$ cat src/rtl/sysreg_pkg.sv
package sysreg_pkg;

    localparam int unsigned ADDR_W     = 12;
    localparam int unsigned DATA_W     = 32;
    localparam int unsigned KEY_W      = 16;
    localparam int unsigned FLAG_BANKS = 2;

    localparam logic [ADDR_W-1:0] OFF_ID   = 12'h000;
    localparam logic [ADDR_W-1:0] OFF_LED  = 12'h008;
    localparam logic [ADDR_W-1:0] OFF_KEY  = 12'h020;
    localparam logic [ADDR_W-1:0] OFF_VSET = 12'h030;
    localparam logic [ADDR_W-1:0] OFF_VCLR = 12'h034;
    localparam logic [ADDR_W-1:0] OFF_NSET = 12'h038;
    localparam logic [ADDR_W-1:0] OFF_NCLR = 12'h03C;
    localparam logic [ADDR_W-1:0] OFF_RLVL = 12'h040;
    localparam logic [ADDR_W-1:0] OFF_ONE  = 12'h044;
    localparam logic [ADDR_W-1:0] OFF_TICK = 12'h05C;

    localparam logic [DATA_W-1:0] KEY_OPEN = 32'h0000_A05F;

    typedef enum logic [3:0] {
        SEL_NONE,
        SEL_ID,
        SEL_LED,
        SEL_KEY,
        SEL_VSET,
        SEL_VCLR,
        SEL_NSET,
        SEL_NCLR,
        SEL_RLVL,
        SEL_ONE,
        SEL_TICK
    } sel_e;

    typedef struct packed {
        logic led;
        logic key;
        logic rlvl;
        logic [FLAG_BANKS-1:0] fset;
        logic [FLAG_BANKS-1:0] fclr;
    } wr_hit_t;

    function automatic sel_e decode_offset(input logic [ADDR_W-1:0] a);
        case (a)
            OFF_ID:   return SEL_ID;
            OFF_LED:  return SEL_LED;
            OFF_KEY:  return SEL_KEY;
            OFF_VSET: return SEL_VSET;
            OFF_VCLR: return SEL_VCLR;
            OFF_NSET: return SEL_NSET;
            OFF_NCLR: return SEL_NCLR;
            OFF_RLVL: return SEL_RLVL;
            OFF_ONE:  return SEL_ONE;
            OFF_TICK: return SEL_TICK;
            default:  return SEL_NONE;
        endcase
    endfunction

    // Value kept by the key register for a given write.
    function automatic logic [KEY_W-1:0] key_next(input logic [DATA_W-1:0] w);
        if (w == KEY_OPEN) begin
            return KEY_OPEN[KEY_W-1:0];
        end
        return {1'b0, w[KEY_W-2:0]};
    endfunction

endpackage

$ cat src/rtl/sysreg_decode.sv
module sysreg_decode
    import sysreg_pkg::*;
(
    input  logic              req_valid,
    input  logic              req_write,
    input  logic [ADDR_W-1:0] req_addr,
    output sel_e              sel,
    output wr_hit_t           wr_hit,
    output logic              rd_en,
    output logic              bad_acc
);

    always_comb begin
        sel     = decode_offset(req_addr);
        rd_en   = req_valid && !req_write;
        bad_acc = req_valid && (sel == SEL_NONE);

        wr_hit          = '0;
        if (req_valid && req_write) begin
            wr_hit.led     = (sel == SEL_LED);
            wr_hit.key     = (sel == SEL_KEY);
            wr_hit.rlvl    = (sel == SEL_RLVL);
            wr_hit.fset[0] = (sel == SEL_VSET);
            wr_hit.fclr[0] = (sel == SEL_VCLR);
            wr_hit.fset[1] = (sel == SEL_NSET);
            wr_hit.fclr[1] = (sel == SEL_NCLR);
        end
    end

endmodule

$ cat src/rtl/sysreg_setclr.sv
module sysreg_setclr #(
    parameter int unsigned W = 32
) (
    input  logic         clk,
    input  logic         clr_all,
    input  logic         set_en,
    input  logic         clr_en,
    input  logic [W-1:0] wdata,
    output logic [W-1:0] val
);

    always_ff @(posedge clk) begin
        if (clr_all) begin
            val <= '0;
        end else if (set_en) begin
            val <= val | wdata;
        end else if (clr_en) begin
            val <= val & ~wdata;
        end
    end

endmodule

$ cat src/rtl/sysreg_ticker.sv
module sysreg_ticker #(
    parameter int unsigned W = 32
) (
    input  logic         clk,
    input  logic         rst,
    input  logic         tick_en,
    output logic [W-1:0] count
);

    localparam logic [W-1:0] ONE = W'(1);

    always_ff @(posedge clk) begin
        if (rst) begin
            count <= '0;
        end else if (tick_en) begin
            count <= count + ONE;
        end
    end

endmodule

$ cat src/rtl/sysreg_bank.sv
module sysreg_bank
    import sysreg_pkg::*;
#(
    parameter logic [31:0] ID_WORD  = 32'h0100_0000,
    parameter int unsigned TRIG_BIT = 8,
    parameter int unsigned FLAG_W   = 32,
    parameter int unsigned CNT_W    = 32
) (
    input  logic        clk,
    input  logic        rst,
    input  logic        pwr_on_rst,
    input  logic        tick_en,
    input  logic        req_valid,
    input  logic        req_write,
    input  logic [11:0] req_addr,
    input  logic [31:0] req_wdata,
    output logic        rd_valid,
    output logic [31:0] rd_data,
    output logic        err_pulse,
    output logic        rst_req
);

    sel_e              sel;
    wr_hit_t           wr_hit;
    logic              rd_en;
    logic              bad_acc;

    logic [DATA_W-1:0] led_q;
    logic [KEY_W-1:0]  key_q;
    logic              key_open;
    logic [DATA_W-1:0] rlvl_q;
    logic              rlvl_take;
    logic [CNT_W-1:0]  tick_cnt;
    logic [DATA_W-1:0] rd_mux;

    logic [FLAG_W-1:0]     flag_val  [FLAG_BANKS];
    logic [FLAG_BANKS-1:0] bank_clr;

    sysreg_decode u_decode (
        .req_valid (req_valid),
        .req_write (req_write),
        .req_addr  (req_addr),
        .sel       (sel),
        .wr_hit    (wr_hit),
        .rd_en     (rd_en),
        .bad_acc   (bad_acc)
    );

    // Bank 0 follows the block reset, bank 1 only the power-on reset.
    assign bank_clr[0] = rst;
    assign bank_clr[1] = pwr_on_rst;

    for (genvar g = 0; g < FLAG_BANKS; g++) begin : g_flags
        sysreg_setclr #(.W(FLAG_W)) u_bank (
            .clk     (clk),
            .clr_all (bank_clr[g]),
            .set_en  (wr_hit.fset[g]),
            .clr_en  (wr_hit.fclr[g]),
            .wdata   (req_wdata[FLAG_W-1:0]),
            .val     (flag_val[g])
        );
    end

    sysreg_ticker #(.W(CNT_W)) u_ticker (
        .clk     (clk),
        .rst     (rst),
        .tick_en (tick_en),
        .count   (tick_cnt)
    );

    assign key_open  = (key_q == KEY_OPEN[KEY_W-1:0]);
    assign rlvl_take = wr_hit.rlvl && key_open;

    always_ff @(posedge clk) begin
        if (rst) begin
            led_q   <= '0;
            key_q   <= '0;
            rlvl_q  <= '0;
            rst_req <= 1'b0;
        end else begin
            if (wr_hit.led) begin
                led_q <= req_wdata;
            end
            if (wr_hit.key) begin
                key_q <= key_next(req_wdata);
            end
            if (rlvl_take) begin
                rlvl_q <= req_wdata;
            end
            rst_req <= rlvl_take && req_wdata[TRIG_BIT];
        end
    end

    always_comb begin
        rd_mux = '0;
        case (sel)
            SEL_ID:   rd_mux = ID_WORD;
            SEL_LED:  rd_mux = led_q;
            SEL_KEY:  rd_mux = DATA_W'(key_q);
            SEL_VSET: rd_mux = DATA_W'(flag_val[0]);
            SEL_NSET: rd_mux = DATA_W'(flag_val[1]);
            SEL_RLVL: rd_mux = rlvl_q;
            SEL_ONE:  rd_mux = DATA_W'(1);
            SEL_TICK: rd_mux = DATA_W'(tick_cnt);
            default:  rd_mux = '0;
        endcase
    end

    always_ff @(posedge clk) begin
        if (rst) begin
            rd_valid  <= 1'b0;
            rd_data   <= '0;
            err_pulse <= 1'b0;
        end else begin
            rd_valid  <= rd_en;
            rd_data   <= rd_en ? rd_mux : '0;
            err_pulse <= bad_acc;
        end
    end

endmodule

$ cat config.mk
export PLATFORM = sky130hd
export DESIGN_NAME = sysreg_bank
export DESIGN_NICKNAME = d
export VERILOG_FILES = /design/src/rtl/sysreg_pkg.sv /design/src/rtl/sysreg_decode.sv /design/src/rtl/sysreg_setclr.sv /design/src/rtl/sysreg_ticker.sv /design/src/rtl/sysreg_bank.sv
export SDC_FILE = /design/constraint.sdc
export NUM_CORES = 1
export LEC_CHECK = 0
export BUFFER_PORTS_ARGS = -buffer_cell sky130_fd_sc_hd__buf_4
export CAP_MARGIN = 20
export CORE_ASPECT_RATIO = 1.4
export CORE_MARGIN = 2
export CORE_UTILIZATION = 45
export CTS_BUF_LIST = sky130_fd_sc_hd__clkbuf_4
export DETAILED_ROUTE_END_ITERATION = 10
export SYNTH_ARGS = -nofsm -noshare
export SYNTH_HDL_FRONTEND = slang
export SYNTH_SLANG_ARGS = --single-unit
export TNS_END_PERCENT = 20
$ cat constraint.sdc
create_clock -name clk -period 2.55 [get_ports clk]
set_input_delay 0.1275 -clock clk [delete_from_list [all_inputs] [get_ports clk]]
set_output_delay 0.1275 -clock clk [all_outputs]
set_load 0.01 [all_outputs]
After elaboration in Yosys (flattened, before gate mapping). Cells that the tools add are included.

Word-level logic and storage cells: 61. Input bits: 50. Register bits: 211.

Mux-type cells: 12. Add/sub/neg operators: 1. Reductions and logical operators: 11. Bitwise operators: 6. Eq/ne operators: 21.

Operators with widths (count): $pmux W32 S8 (1); $mux W32 (4); $and A32 B32 Y32 (2); $or A32 B32 Y32 (2); $eq A12 B6 Y1 const B (5); $pmux W4 S10 (1); $eq A12 B7 Y1 const B (3); $add A32 B1 Y32 const B (1); $eq A32 B16 Y1 const B (1); $mux W16 (2); $not A32 Y32 (1); $eq A16 B16 Y1 const B (1); $eq A4 B3 Y1 const B (4); $eq A12 B4 Y1 const B (1); $eq A4 B4 Y1 const B (3); $logic_not A12 Y1 (1); $eq A4 B2 Y1 const B (2); $mux W7 (1); $logic_and A1 B1 Y1 (5); $eq A4 B1 Y1 const B (1); $logic_not A4 Y1 (1); $reduce_bool A2 Y1 (2); $mux W1 (3); $reduce_or A2 Y1 (1); other kinds (2) (2).

Longest topological paths before layout.
Depth after elaboration: 7. Mapped depth: 9. Mapped depth without buffers: 7.

Hierarchy. A second synthesis with hierarchy kept.

Cells, all modules: 1040. Area, all modules: 9648.0 µm².

Modules (own cells, without submodules): sysreg_bank (area each 4982.3 µm², instances 1, seq. area each 2302.2 µm², cells each 542); sysreg_setclr (area each 1410.1 µm², instances 2, seq. area each 640.6 µm², cells each 137); sysreg_ticker (area each 1564.0 µm², instances 1, seq. area each 640.6 µm², cells each 181); sysreg_decode (area each 281.5 µm², instances 1, seq. area each 0.0 µm², cells each 43).

Least setup slack after synthesis. OpenSTA, ideal clock, no wires.

Path type: input to register. Start: input port req_addr[6]. End: register rd_data[26]. Data arrival time: 1729 ps. Buffers on the path: 3. Setup slack: 687 ps. Stages on the path: 9. Cells stage by stage: buf_4 > nor4_4 > nand3_2 > a21o_1 > buf_6 > and4_4 > buf_6 > a222oi_1 > a31oi_1.

Word-level cells in the longest chain between the ends: 4. Elaborated cells between the ends (all ways): 20. Those cells by class: eq/ne: 17; mux: 2; reduce/logical: 1.

Ends and longest elaborated chain: start: declaration (RTL line sysreg_bank.sv:15) `input logic [11:0] req_addr,`; $eq A12 B7 Y1, or another cell as far along (RTL line sysreg_pkg.sv:44) `case (a)`; $pmux W4 S10 * (RTL line sysreg_pkg.sv:44); $eq A4 B4 Y1, or another cell as far along (RTL line sysreg_bank.sv:96) `case (sel)`; $pmux W32 S8 * (RTL line sysreg_bank.sv:96); end signal: assignment (RTL line sysreg_bank.sv:116) `rd_data <= rd_en ? rd_mux : '0;`; end: declaration (RTL line sysreg_bank.sv:18) `output logic [31:0] rd_data,`.

Every way passes the cells marked *; elsewhere a longest branch is shown, timed or not. A chain may end at the register's enable or synchronous reset.

Worst setup path in the final report.
Start: input port req_addr[3]. End: register led_q[29].

Word-level cells in the longest chain between the ends: 4. Elaborated cells between the ends (all ways): 13. Those cells by class: eq/ne: 10; mux: 2; reduce/logical: 1.

Ends and longest elaborated chain: $eq A12 B7 Y1, or another cell as far along (RTL line sysreg_pkg.sv:44); $pmux W4 S10 * (RTL line sysreg_pkg.sv:44); $eq A4 B2 Y1 * (RTL line sysreg_decode.sv:20) `wr_hit.led = (sel == SEL_LED);`; $mux W7 * (RTL line sysreg_decode.sv:19) `if (req_valid && req_write) begin`; end signal: assignment (RTL line sysreg_bank.sv:82) `led_q <= req_wdata;`; end: declaration (RTL line sysreg_bank.sv:28) `logic [DATA_W-1:0] led_q;`.

Marks and branches as above.

==> results by group <==
Timing
  – Min cycle time layout: roughly 2.3 ns
  – Fmax: 427 MHz
  – RSZ-0062 raised after global routing: no
  – Final Max Slew Viols: 0
  – Clk_skew: around 0.073 ns
  – Slew of the pin with the lowest slew margin: between 0.9 and 1 ns
  – Final worst setup slack: roughly 0.21 ns
  – Final Setup Violations: 0
  – Rel. slew slack: roughly 36%
  – Final worst-path cycle share: 91.8%
  – Hold Violations, Final: 0
  – Setup TNS: 0 ns

Yosys
  – Yosys cell types: 57
  – Top-count cell post-synth: dfxtp_1
  – Post-Synth XOR/XNOR Area: between 2 and 3%
  – Mux cell area share after synthesis: 0.106%
  – Synth area leaders: dfxtp_1 (45%), a21oi_1 (8.4%), nand3_1 (7.9%)
  – Sequential-to-total area share from yosys stat: 44.7%
  – Async set-or-reset flop fraction in the synthesized netlist: 0%
  – Largest family of logic cells by synthesized area: simple AND/OR/NAND/NOR gates
  – Compound-Gate Fraction of Synth Area: 20.3%
  – Warning count from the yosys run: 0
  – Post-synth top area cell: dfxtp_1
  – Syn_nets: 1250
  – Cells after Synth: approximately 1200
  – Synth Flop Type: dfxtp_1
  – Adder-Cell Fraction of Synth Area: less than 1%
  – Commonest cells in the netlist: dfxtp_1 (211), nand2_1 (193), a21oi_1 (158)
  – Post-Synth Simple-Gate Area: approximately 26%
  – Top-area cell type share of the netlist area: between 40% and 50%
  – Seq cells post-synth: around 210
  – Syn avg cell area: approximately 7.9 um2
  – Synthesized area: around 0.0095 mm2
  – Number of synthesized flops with an enable pin: 0

Pwr
  – Pint: around 0.0048 W
  – Switching Fraction: roughly 25%
  – Clock power share: between 40% and 50%
  – Net Switching: about 0.0016 W
  – Pwr dens: between 500 and 600 mW/mm2
  – Pleak: just under 4 nW
  – Peak VDD IR: roughly 0.00036 V
  – Combinational share of power: between 5 and 6%
  – Reg power frac: 51.9%

Worst setup path
  – Highest fanout seen on the critical path: 24
  – Critical path arrival: just under 3 ns
  – Setup CP Type: primary input to flop
  – CP Launch Type: primary input
  – Worst path required time: 3.11 ns
  – CP endpoint kind: flop

Placed design
  – DP HPWL: 20900 um
  – Gpl congestion: 0.874
  – DP Worst Slack: roughly 0.18 ns
  – Port bufs: 84
  – Post-DP Area: between 0.01 and 0.015 mm2

CTS
  – Clock root buffer: clkbuf_4
  – CTS tree: built
  – # hold bufs at CTS: 39
  – Post-cts sizing count: 0
  – Post-CTS Setup Bufs: 0
  – Number of buffers created by CTS: 53
  – Worst-path clk slew: ~0.07 ns
  – Worst-Skew Late Latency: just under 0.7 ns
  – Clk sink count: around 210
  – Maximum clock path buffer count: 3
  – H-tree depth: 2

Global routing
  – Pin count of the biggest net entering global routing: around 150
  – Vias in the first global route: between 9000 and 10000
  – Initial antenna violation count: 1
  – First-pass GRT wire length: between 50000 and 60000 um
  – Global-route usage over all layers: 29.1%
  – Grt total ovfl: 0

Route
  – Vias after detailed routing: roughly 9400
  – DR pass1 iterations: 8
  – 1st-iter DRT viols: ~730
  – Detail Route Antenna Nets: 0
  – Routed WL per cell: between 20 and 25 um
  – Drt drc: 0
  – Drt total wl: approximately 33000 um
  – Vias/cell: 5.87

Finish
  – Final instance area: approximately 0.011 mm2
  – Proportion of layout cells with a drive suffix above 1: 16.4%
  – Multi-input gate area: roughly 0.0047 mm2
  – Fill cells: 1979
  – Final core occ: 55.4%
  – Nets: roughly 1400
  – Register area: between 0.004 and 0.005 mm2
  – Area delta synth->final: 20.6%

Floorplan
  – Core area: 0.0206 mm2
  – Die Area: between 0.02 and 0.025 mm2
  – Die height: 175 um
  – Chip width: 126 um
  – Io pins: 85
  – Row cnt: 62
  – Starting density of the core: a little under half

Run status
  – Status: finished, final reports clean

Min path
  – HP Class: primary input to flop

Flow run
  – Max_cap viols: 0
-- power by group through the flow --
stage               combinational (W)  clock [W]  sequential (W)
CTS                          0.000322    0.00279         0.00331
global route                 0.000347    0.00297         0.00330
global placement             0.000271          0         0.00338
floorplan                    0.000122          0         0.00338
detailed placement           0.000272          0         0.00338
finish                       0.000325    0.00273         0.00331
-- per-stage QoR --
| stage | hold slack [ns] | total power [W] | cells |
|---|---|---|---|
| floorplan | 0.197 | 0.00350 | 1199 |
| global placement | 0.359 | 0.00365 | 1478 |
| detailed placement | 0.362 | 0.00365 | 1478 |
| CTS | 0.00202 | 0.00642 | 1607 |
| global route | 0.0354 | 0.00662 | 1609 |
| finish | 0.0492 | 0.00636 | 1609 |
-- layout make-up --
class	count	share of cell area, %
Tap cell	256	2.81
Clock buffer	70	4.61
Multi-Input combinational cell	846	40.8
Sequential cell	211	37.1
Antenna cell	2	0.0439
Timing Repair Buffer	167	12.5
Inverter	37	1.22
Clock inverter	20	0.933
-- cells in the final DEF (no fill, tap or decap), drive strengths merged, types with 15 or more instances in the layout --
| master | count |
|---|---|
| inv | 37 |
| nand2 | 193 |
| buf | 128 |
| clkinv | 18 |
| a22oi | 29 |
| nand3 | 150 |
| a31oi | 24 |
| xor2 | 16 |
| nand4 | 19 |
| clkbuf | 70 |
| and3 | 17 |
| a21oi | 159 |
| nor2 | 54 |
| nor3 | 15 |
| dfxtp | 211 |
| dlygate4sd3 | 39 |
| o21ai | 49 |
-- path summary, 6_finish.rpt --
path,startpoint,end,slack [ns],depth (start not counted)
setup / recovery,req_addr[3],led_q[29],0.21,9
hold / removal,rst,rd_data[13],0.05,5
setup reg to reg,key_q[15],rlvl_q[30],0.40,7
hold reg to reg,led_q[0],led_q[0],0.45,2
-- layer usage --
layer | GRT usage [%] | up-vias | routed length (um)
met3 | 4.78 | 91 | 1860
li1 | - | 4512 | -
met4 | 15.6 | 0 | 1650
met1 | 33.1 | 4477 | 12500
met2 | 51.5 | 359 | 16500
met5 | 0 | - | 0
-- worst max-delay path: stages --
cell           delay [ns]
dlygate4sd3_1        0.54
buf_4                0.17
and3_1               0.19
o211a_1              0.24
o21ai_2              0.73
and3_1               0.29
buf_4                0.34
nand2_1              0.09
a21oi_1              0.15
-- logic make-up after synthesis --
| group | after synthesis |
|---|---|
| multiplexers | 1 |
| XOR/XNOR | 29 |
| adder cells (fa/ha/maj) | 1 |
| AO/OA/AOI/OAI | 318 |
| buffers and inverters | 142 |
| AND/OR/NAND/NOR | 497 |
| flip-flops | 211 |
Power figures use the tool's default switching activity.
